--- config.mk ---
export PLATFORM = sky130hd
export DESIGN_NAME = deg_clk_interp
export DESIGN_NICKNAME = d
export VERILOG_FILES = /design/src/rtl/deg_clk_interp.sv
export SDC_FILE = /design/constraint.sdc
export NUM_CORES = 1
export LEC_CHECK = 0
export BUFFER_PORTS_ARGS = -buffer_cell sky130_fd_sc_hd__buf_2
export CAP_MARGIN = 20
export CELL_PAD_IN_SITES_DETAIL_PLACEMENT = 0
export CELL_PAD_IN_SITES_GLOBAL_PLACEMENT = 1
export CORE_ASPECT_RATIO = 2
export CORE_UTILIZATION = 52
export DETAILED_ROUTE_END_ITERATION = 16
export MAX_ROUTING_LAYER = met4
export PLACE_DENSITY = 0.9
export SLEW_MARGIN = 10
export SYNTH_ARGS = -nofsm -noshare
export SYNTH_HDL_FRONTEND = slang
export SYNTH_SLANG_ARGS = --single-unit
--- constraint.sdc ---
create_clock -name clk -period 25 [get_ports clk]
set_clock_uncertainty 0.15 [all_clocks]
set_input_delay 3.75 -clock clk [delete_from_list [all_inputs] [get_ports clk]]
set_output_delay 3.75 -clock clk [all_outputs]
set_load 0.03 [all_outputs]
--- src/rtl/deg_clk_interp.sv ---
module deg_clk_interp #(
  parameter int TB_W  = 16,
  parameter int DEG_W = 8,
  parameter int RAT_W = 8,
  localparam int PER_W = DEG_W + TB_W
) (
  input  logic             clk,
  input  logic             rst_n,
  input  logic             init,
  input  logic [TB_W-1:0]  interval_seed,
  input  logic             sensor_pin,
  input  logic             edge_rising,
  input  logic [TB_W-1:0]  timebase,
  input  logic [DEG_W-1:0] modulus,
  input  logic [DEG_W-1:0] stall_count,
  input  logic [RAT_W-1:0] ratio,
  output logic [PER_W-1:0] period,
  output logic [TB_W-1:0]  interval,
  output logic [DEG_W-1:0] degree_count,
  output logic             angle_inc,
  output logic             stall_irq,
  output logic             edge_seen
);

  localparam int SCL_W = TB_W + RAT_W;
  localparam logic [TB_W-1:0] DEF_INT = {1'b1, {(TB_W-1){1'b0}}};

  logic            pin_q;
  logic            first_seen;
  logic            cmp_en;
  logic [TB_W-1:0] cmp_time;
  logic [TB_W-1:0] ref_time;

  wire tooth   = edge_rising ? (sensor_pin & ~pin_q) : (~sensor_pin & pin_q);
  wire cmp_hit = cmp_en & (timebase == cmp_time);
  wire seed_ok = (interval_seed != '0) & ~interval_seed[TB_W-1];

  wire [DEG_W-1:0] deg_next = (&degree_count) ? degree_count : degree_count + 1'b1;

  wire [TB_W-1:0]  elapsed    = timebase - ref_time;
  wire [PER_W-1:0] ticks_time = {{TB_W{1'b0}}, degree_count} * {{DEG_W{1'b0}}, interval};
  wire [PER_W-1:0] period_new = ticks_time + {{DEG_W{1'b0}}, elapsed};

  wire             quarter_big = |period_new[PER_W-1:TB_W+2];
  wire [TB_W-1:0]  quarter     = quarter_big ? {TB_W{1'b1}} : period_new[TB_W+1:2];
  wire [SCL_W-1:0] scaled      = {{RAT_W{1'b0}}, quarter} * {{TB_W{1'b0}}, ratio};
  wire [TB_W-1:0]  intv_new    = scaled[SCL_W-1:RAT_W];

  always_ff @(posedge clk or negedge rst_n) begin
    if (!rst_n) begin
      pin_q        <= 1'b0;
      first_seen   <= 1'b0;
      cmp_en       <= 1'b0;
      cmp_time     <= '0;
      ref_time     <= '0;
      period       <= '0;
      interval     <= DEF_INT;
      degree_count <= '0;
      angle_inc    <= 1'b0;
      stall_irq    <= 1'b0;
      edge_seen    <= 1'b0;
    end else begin
      pin_q     <= sensor_pin;
      angle_inc <= 1'b0;
      stall_irq <= 1'b0;
      edge_seen <= 1'b0;
      if (init) begin
        interval     <= seed_ok ? interval_seed : DEF_INT;
        degree_count <= '0;
        first_seen   <= 1'b0;
        cmp_en       <= 1'b0;
      end else if (tooth) begin
        ref_time <= timebase;
        cmp_en   <= 1'b1;
        if (!first_seen) begin
          first_seen <= 1'b1;
          cmp_time   <= timebase + interval;
        end else begin
          period       <= period_new;
          interval     <= intv_new;
          degree_count <= '0;
          cmp_time     <= timebase + intv_new;
          edge_seen    <= 1'b1;
        end
      end else if (cmp_hit) begin
        ref_time     <= cmp_time;
        cmp_time     <= cmp_time + interval;
        degree_count <= deg_next;
        if (deg_next < modulus)
          angle_inc <= 1'b1;
        else if (deg_next >= stall_count)
          stall_irq <= 1'b1;
      end
    end
  end

endmodule


==> flow_metrics.env, run 1 <==
export IMPL_maxCapViolations=0
export IMPL_cp_buffers_inverters=8
export IMPL_remaining_drc_errors=0
export IMPL_ant_nets=0
export IMPL_outcome="finished, final reports clean"
export IMPL_cts_sinks=85
export IMPL_rsz0062_at_grt="no"
export IMPL_clk_latency_ps=390
export IMPL_hold_class="reg -> reg"
export IMPL_endpoint_kind="flop"
export IMPL_ios=112
export IMPL_drive_gt1_share_pct=9.570
export IMPL_fin_crit_ps=18040
export IMPL_synth_edf_count=0
export IMPL_syn_num_nets=2174
export IMPL_ctsHoldBuffers=0
export IMPL_hold_viol=0
export IMPL_synth_top_area_cell="fa_1"
export IMPL_wl_per_cell_um=19.73
export IMPL_diodes=0
export IMPL_relSlewSlack_pct=41.16
export IMPL_grt_usage_pct=32.20
export IMPL_cts_tree="done"
export IMPL_crit_path_max_incr_delay_ps=560
export IMPL_firstDrtPassIters=5
export IMPL_wl_met2_um=23620
export IMPL_ctsResizeCount=0
export IMPL_crit_arrival_ps=18190
export IMPL_synth_warnings=0
export IMPL_grt_pass1_wl_um=68840
export IMPL_fin_crit_sh_pct=72.15
export IMPL_tightest_slew_ps=882.6
export IMPL_fin_nets=2229
export IMPL_ff2ff_setup_slack_ps=10110
export IMPL_path_clk_slew_ps=70
export IMPL_mostFrequentLayoutCells="nand2_1, inv_1, fa_1, ha_1, buf_2"
export IMPL_syn_area_per_cell_um2=8.362
export IMPL_ys_async_sr_fraction_pct=100.0
export IMPL_grt_start_max_net_pins=61
export IMPL_fp_row_count=87
export IMPL_crit_start="timebase[0]"
export IMPL_grt_antenna_before_repair=0
export IMPL_ys_ff_latch=85
export IMPL_gp_congestion=0.9696
export IMPL_utilization_pct=56.64
export IMPL_post_cts_buffers=0
export IMPL_multi_input_area_mm2=0.01150
export IMPL_final_common_cell="nand2_1"
export IMPL_cpMostUsedCell="fa_1"
export IMPL_clockBufferDepth=2
export IMPL_dp_hpwl_um=36070
export IMPL_synthFlopType="dfrtp_1"
export IMPL_critPathMaxFanout=19
export IMPL_setup_viol=0
export IMPL_synth_area_mm2=0.01488
export IMPL_dieArea_mm2=0.02933
export IMPL_overflow=0
export IMPL_met3_wirelength_um=1621
export IMPL_start_util_pct=52.77
export IMPL_crit_slowest_cell="a2111oi_0"
export IMPL_yosysSeqAreaShare_pct=14.31
export IMPL_cp_start_kind="primary input"
export IMPL_drt_iter0_drc=705
export IMPL_fin_area_mm2=0.01597
export IMPL_path_delay_family="adder cells"
export IMPL_synth_cell_types=74
export IMPL_wirelength_met1_um=14510
export IMPL_num_fill_cells=2616
export IMPL_die_w_um=121.6
export IMPL_synth_top_area_share_pct=25.03
export IMPL_placedInstanceArea_mm2=0.01567
export IMPL_drv_slew=0
export IMPL_cp_data_required_time_ps=25160
export IMPL_tns_ps=0
export IMPL_die_h_um=241.2
export IMPL_htreeDepth=3
export IMPL_via_count=12660
export IMPL_fmax_mhz=55.44
export IMPL_cts_made_buffers=9
export IMPL_worstReg2RegStart="ref_time[0]$_DFFE_PN0P_"
export IMPL_syn_inst=1779
export IMPL_crit_type="in -> reg"
export IMPL_syn2layout_area_growth_pct=7.334
export IMPL_portBuffers=111
export IMPL_highest_layer="met4"
export IMPL_min_delay_start="period[5]$_DFFE_PN0P_"
export IMPL_root_buffer="clkbuf_16"
export IMPL_regArea_mm2=0.002128
export IMPL_synthTopCellsByArea="fa_1, dfrtp_1, ha_1"
export IMPL_avgViaCountPerCell=5.767
export IMPL_routed_wirelength_um=43320
export IMPL_core_area_mm2=0.02819
export IMPL_grt_pass1_vias=13400
path summary, 6_finish.rpt:
| check | end | depth (start not counted) |
|---|---|---|
| setup / recovery | cmp_time[15]$_DFFE_PN0P_ | 62 |
| hold / removal | period[5]$_DFFE_PN0P_ | 2 |
| max in group asynchronous | interval[14]$_DFFE_PN0P_ | 2 |
| min in group asynchronous | period[0]$_DFFE_PN0P_ | 1 |
| setup reg to reg | cmp_time[15]$_DFFE_PN0P_ | 60 |
| hold reg to reg | period[5]$_DFFE_PN0P_ | 2 |
synth_stat cells, drive strengths merged (6+ instances only):
cell,count
o21ai,80
a31oi,29
nand2,261
o21bai,9
nand4,11
nand3,35
nor2,87
a21o,19
and2,92
xor2,26
dfrtp,84
xnor2,64
fa,186
nand2b,14
mux2,16
clkbuf,66
ha,148
and3,8
a21boi,8
buf,9
o21a,13
o211ai,7
mux2i,7
nor2b,60
inv,258
nor3,16
nor4,6
a211oi,10
a21oi,81
routing by layer:
metal,vias up,global-route usage (%)
li1,5847,-
met1,6244,30.47
met2,399,58.44
met3,168,3.474
met4,0,24.88
met5,-,-
stage by stage:
| stage | hold slack, ps | std cells | worst slack [ps] |
|---|---|---|---|
| 2_1_floorplan | 368.8 | 1779 | 8243 |
| 3_3_place_gp | 306.1 | 2179 | 7114 |
| 3_5_place_dp | 308.4 | 2179 | 6653 |
| 4_1_cts | 324.0 | 2195 | 7060 |
| 5_1_grt | 350.6 | 2195 | 5831 |
| 6_report | 316.9 | 2195 | 6964 |
flip-flops by register name (all words and copies together) (netlist names):
signal,count
period,24
pin_q,1
cmp_en,1
ref_time,16
degree_count,8
angle_inc,1
interval,16
edge_seen,1
stall_irq,1
cmp_time,16
cell families (layout without fill, tap and decap cells):
group,Yosys count,in the layout,share of synthesized area [%]
DFF,85,85,14.31
AOI/OAI and AO/OA,295,295,12.78
xor gates and xnor gates,90,90,5.299
buffers and inverters,335,395,8.486
adders and majority gates,334,334,37.48
and+or+nand+nor,617,617,19.95
muxes,23,23,1.707
worst register-to-register path: cells and delay by family (launching register included):
| family | cells | cell delay, ps |
|---|---|---|
| fa+ha+maj | 13 | 5480 |
| compound gates | 23 | 4380 |
| simple gates | 14 | 3080 |
| mux | 2 | 570 |
| xor+xnor | 2 | 400 |
| flops | 1 | 390 |
| buf+inv | 6 | 350 |
final cells by class:
type / instances / share of cell area, %
Inverter: 260 / 6.112
Multi-Input combinational cell: 1359 / 72.03
Clock inverter: 6 / 0.4388
Tap cell: 356 / 2.790
Timing Repair Buffer: 119 / 3.871
Clock buffer: 10 / 1.434
Sequential cell: 85 / 13.33
Power of run 1 is not shown: default switching activity piles up to over one toggle a cycle in this logic, so the estimate is an artifact.
==> inputs of run 2 (changes only) <==
Settings changed: CORE_UTILIZATION 52 to 43, PLACE_DENSITY 0.9 to 0.8.
Clock period 25 ns to 15.5 ns, I/O delays scaled along.
==> flow_metrics.env, run 2 (synthesis gave the netlist of run 1 again) <==
export IMPL_outcome="finished, final reports clean"
export IMPL_fin_crit_sh_pct=97.30
export IMPL_cp_data_required_time_ps=15640
export IMPL_ff2ff_path_depth=60
export IMPL_core_area_mm2=0.03423
export IMPL_tns_ps=0
export IMPL_fp_row_count=96
export IMPL_wl_per_cell_um=19.03
export IMPL_relSlewSlack_pct=39.97
export IMPL_top_register="period"
export IMPL_endpoint_kind="flop"
export IMPL_maxCapViolations=0
export IMPL_clockBufferDepth=2
export IMPL_grt_start_max_net_pins=63
export IMPL_multi_input_area_mm2=0.01182
export IMPL_fin_hold_ws_ps=315.1
export IMPL_hold_depth=2
export IMPL_syn2layout_area_growth_pct=16.11
export IMPL_die_w_um=133.5
export IMPL_crit_arrival_ps=15220
export IMPL_path_delay_family="adder cells"
export IMPL_remaining_drc_errors=0
export IMPL_ff2ff_setup_slack_ps=2080
export IMPL_firstDrtPassIters=5
export IMPL_htreeDepth=3
export IMPL_dieArea_mm2=0.03539
export IMPL_overflow=0
export IMPL_grt_antenna_before_repair=0
export IMPL_setup_viol=0
export IMPL_grt_pass1_wl_um=72090
export IMPL_worstReg2RegStart="ref_time[0]$_DFFE_PN0P_"
export IMPL_drt_iter0_drc=701
export IMPL_tightest_slew_ps=900.4
export IMPL_cts_sinks=85
export IMPL_grt_usage_pct=27.56
export IMPL_cp_start_kind="primary input"
export IMPL_cts_made_buffers=9
export IMPL_num_fill_cells=3373
export IMPL_drv_slew=0
export IMPL_largest_register_ffs=24
export IMPL_cp_buffers_inverters=9
export IMPL_fin_nets=2343
export IMPL_critPathMaxFanout=6
export IMPL_hold_class="reg -> reg"
export IMPL_grt_pass1_vias=13690
export IMPL_regArea_mm2=0.002128
export IMPL_ant_nets=0
export IMPL_r2r_end="cmp_time[15]$_DFFE_PN0P_"
export IMPL_min_to="period[7]$_DFFE_PN0P_"
export IMPL_min_delay_start="period[7]$_DFFE_PN0P_"
export IMPL_crit_slowest_cell="fa_2"
export IMPL_crit_type="in -> reg"
export IMPL_avgViaCountPerCell=5.398
export IMPL_fin_crit_ps=15080
export IMPL_fmax_mhz=66.30
export IMPL_portBuffers=111
export IMPL_root_buffer="clkbuf_16"
export IMPL_cpMostUsedCell="fa_1"
export IMPL_diodes=0
export IMPL_start_util_pct=43.46
export IMPL_dp_hpwl_um=38010
export IMPL_cp_num_cells=62
export IMPL_routed_wirelength_um=45550
export IMPL_gp_congestion=0.9459
export IMPL_drive_gt1_share_pct=17.26
export IMPL_clk_latency_ps=370
export IMPL_ios=112
export IMPL_cts_tree="done"
export IMPL_final_common_cell="nand2_1"
export IMPL_via_count=12920
export IMPL_crit_path_max_incr_delay_ps=530
export IMPL_mostFrequentLayoutCells="nand2_1, inv_1, fa_1, ha_1, buf_4"
export IMPL_hold_viol=0
export IMPL_path_clk_slew_ps=60
export IMPL_die_h_um=265.1
==> run 2: changes by cell type in the layout (fill, tap and decap cells not counted), moves of 5 or more <==
cell	previous run	this run
a21oi_1	79	69
a21oi_2	1	10
buf_4	9	117
fa_1	186	181
fa_2	0	5
ha_1	148	143
nor2_1	87	81
o21ai_0	76	61
o21ai_1	2	13
==> run 2: per-stage QoR <==
stage | worst slack (ps) | std cells | cell area [um2] | utilization, %
3_5_place_dp | -361.3 | 2364 | 16540 | 48.31
2_1_floorplan | 167.8 | 1779 | 14880 | -
3_3_place_gp | -67.81 | 2364 | 16540 | 48.31
4_1_cts | 17.44 | 2380 | 16850 | 49.21
6_report | 417.7 | 2394 | 17270 | 50.46
5_1_grt | -162.4 | 2394 | 17270 | 50.46
==> run 2: cell type report <==
class | instances | area share (%)
clock inverter | 5 | 0.4346
inverter | 260 | 5.650
timing repair buffer | 232 | 8.649
clock buffer | 11 | 1.347
tap | 441 | 3.194
sequential | 85 | 12.32
multi-input combinational | 1360 | 68.40
==> run 2: worst register-to-register path: cells and delay by family, from the launching register on <==
kind / cells / cell delay, ps
mux: 1 / 160
simple gates: 11 / 2050
compound gates: 25 / 4180
flops: 1 / 420
fa+ha+maj: 13 / 5330
xor+xnor: 3 / 630
buf+inv: 7 / 440
==> run 2: how the worst max path moves through the flow <==
stage	start	endpoint	slack, ps
global placement	timebase[1]	cmp_time[15]$_DFFE_PN0P_	-70
floorplan	timebase[0]	cmp_time[15]$_DFFE_PN0P_	170
global route	timebase[0]	cmp_time[15]$_DFFE_PN0P_	-160
detailed placement	timebase[1]	cmp_time[15]$_DFFE_PN0P_	-360
finish	timebase[0]	cmp_time[15]$_DFFE_PN0P_	420
CTS	timebase[1]	cmp_time[15]$_DFFE_PN0P_	20
==> run 2: timing repair <==
item                                    CTS  global route
gates resized for setup                   0            86
hold buffers                              0             0
buffers inserted                          0            13
endpoints found under the setup margin    0             7
==> run 2: routing by layer <==
layer	wire [um]	GRT usage (%)
met1	15410	26.34
met2	25120	51.11
met3	1497	2.706
met4	3521	19.29
met5	0	-
Power of run 2 is left out for the same reason.
==> inputs of run 3 (changes only) <==
Settings changed: BUFFER_PORTS_ARGS -buffer_cell sky130_fd_sc_hd__buf_2 to -buffer_cell sky130_fd_sc_hd__buf_4.
==> flow_metrics.env, run 3 (synthesis gave the netlist of run 1 again) <==
export IMPL_overflow=0
export IMPL_grt_pass1_wl_um=72050
export IMPL_critPathMaxFanout=9
export IMPL_ant_nets=0
export IMPL_crit_start="timebase[1]"
export IMPL_final_common_cell="nand2_1"
export IMPL_core_area_mm2=0.03423
export IMPL_crit_path_max_incr_delay_ps=580
export IMPL_cts_tree="done"
export IMPL_fmax_mhz=66.57
export IMPL_fin_crit_ps=15020
export IMPL_cp_start_kind="primary input"
export IMPL_root_buffer="clkbuf_16"
export IMPL_fin_hold_ws_ps=324.1
export IMPL_grt_pass1_vias=13560
export IMPL_syn2layout_area_growth_pct=17.28
export IMPL_diodes=0
export IMPL_grt_start_max_net_pins=61
export IMPL_mostFrequentLayoutCells="nand2_1, inv_1, buf_4, fa_1, ha_1"
export IMPL_drv_slew=0
export IMPL_num_fill_cells=3346
export IMPL_grt_usage_pct=27.45
export IMPL_ff2ff_path_depth=61
export IMPL_tns_ps=0
export IMPL_setup_viol=0
export IMPL_largest_register_ffs=24
export IMPL_start_util_pct=43.46
export IMPL_die_w_um=133.5
export IMPL_remaining_drc_errors=0
export IMPL_r2r_end="cmp_time[15]$_DFFE_PN0P_"
export IMPL_htreeDepth=3
export IMPL_fin_crit_sh_pct=96.91
export IMPL_setup_worst_path_end="cmp_time[15]$_DFFE_PN0P_"
export IMPL_portBuffers=111
export IMPL_placedInstanceArea_mm2=0.01678
export IMPL_worstReg2RegStart="ref_time[1]$_DFFE_PN0P_"
export IMPL_crit_slowest_cell="fa_1"
export IMPL_fin_area_mm2=0.01745
export IMPL_drt_iter0_drc=567
export IMPL_multi_input_area_mm2=0.01178
export IMPL_routed_wirelength_um=45400
export IMPL_dieArea_mm2=0.03539
export IMPL_wl_per_cell_um=19.05
export IMPL_hold_class="reg -> reg"
export IMPL_crit_type="in -> reg"
export IMPL_gp_congestion=0.9369
export IMPL_hold_viol=0
export IMPL_grt_antenna_before_repair=0
export IMPL_utilization_pct=50.97
export IMPL_maxCapViolations=0
export IMPL_regArea_mm2=0.002128
export IMPL_via_count=12800
export IMPL_fp_row_count=96
export IMPL_avgViaCountPerCell=5.371
export IMPL_fin_nets=2332
export IMPL_drive_gt1_share_pct=16.43
export IMPL_tightest_slew_ps=872.4
export IMPL_ff2ff_setup_slack_ps=2090
export IMPL_clk_latency_ps=380
export IMPL_relSlewSlack_pct=41.23
export IMPL_crit_arrival_ps=15170
export IMPL_clockBufferDepth=2
export IMPL_dp_hpwl_um=37870
export IMPL_firstDrtPassIters=5
export IMPL_endpoint_kind="flop"
export IMPL_outcome="finished, final reports clean"
export IMPL_ios=112
export IMPL_ctsHoldBuffers=0
export IMPL_cts_made_buffers=9
export IMPL_top_register="period"
export IMPL_die_h_um=265.1
export IMPL_path_clk_slew_ps=60
export IMPL_cpMostUsedCell="fa_1"
export IMPL_cts_sinks=85
export IMPL_cp_data_required_time_ps=15650
[run 3: repair_timing]
action	in CTS	in global routing
buffers inserted	0	7
hold endpoints to repair	0	0
setup endpoints to repair	0	7
resized for setup	0	65
[run 3: worst min-delay path by stage]
stage | startpoint | end | slack [ps] | cells after the start
3_3_place_gp | period[21]$_DFFE_PN0P_ | period[21]$_DFFE_PN0P_ | 310 | 2
2_1_floorplan | ref_time[10]$_DFFE_PN0P_ | ref_time[10]$_DFFE_PN0P_ | 370 | 2
5_1_grt | period[12]$_DFFE_PN0P_ | period[12]$_DFFE_PN0P_ | 360 | 2
6_report | period[15]$_DFFE_PN0P_ | period[15]$_DFFE_PN0P_ | 320 | 2
3_5_place_dp | period[15]$_DFFE_PN0P_ | period[15]$_DFFE_PN0P_ | 320 | 2
4_1_cts | period[15]$_DFFE_PN0P_ | period[15]$_DFFE_PN0P_ | 330 | 2
[run 3: final cells by class]
class,count,share of cell area [%]
multi-input cells,1359,67.51
clock buffers,10,1.370
repair buffers,222,9.667
inverters,260,5.593
clock inverters,6,0.4948
flip-flops and latches,85,12.20
well taps,441,3.162
[run 3: critical path, delay by kind of cell]
kind / cells / cell delay, ps
simple gates: 8 / 1110
compound gates: 22 / 4050
fa+ha+maj: 12 / 4820
xor+xnor: 4 / 650
buf+inv: 12 / 1390
mux: 3 / 820
[run 3: through the flow]
step / instances / setup slack, ps
after CTS: 2375 / 32.88
after global routing: 2383 / -163.0
after detailed placement: 2359 / -327.9
after floorplan: 1779 / 167.8
after global placement: 2359 / -49.30
final: 2383 / 479.1
[run 3: routing by layer]
layer,wire length (um),track usage [%],vias to the layer above
li1,-,-,6050
met1,15720,26.49,6319
met2,25430,52.17,309
met3,1305,2.706,122
met4,2936,15.79,0
met5,0,-,-
Power of run 3 is left out for the same reason.
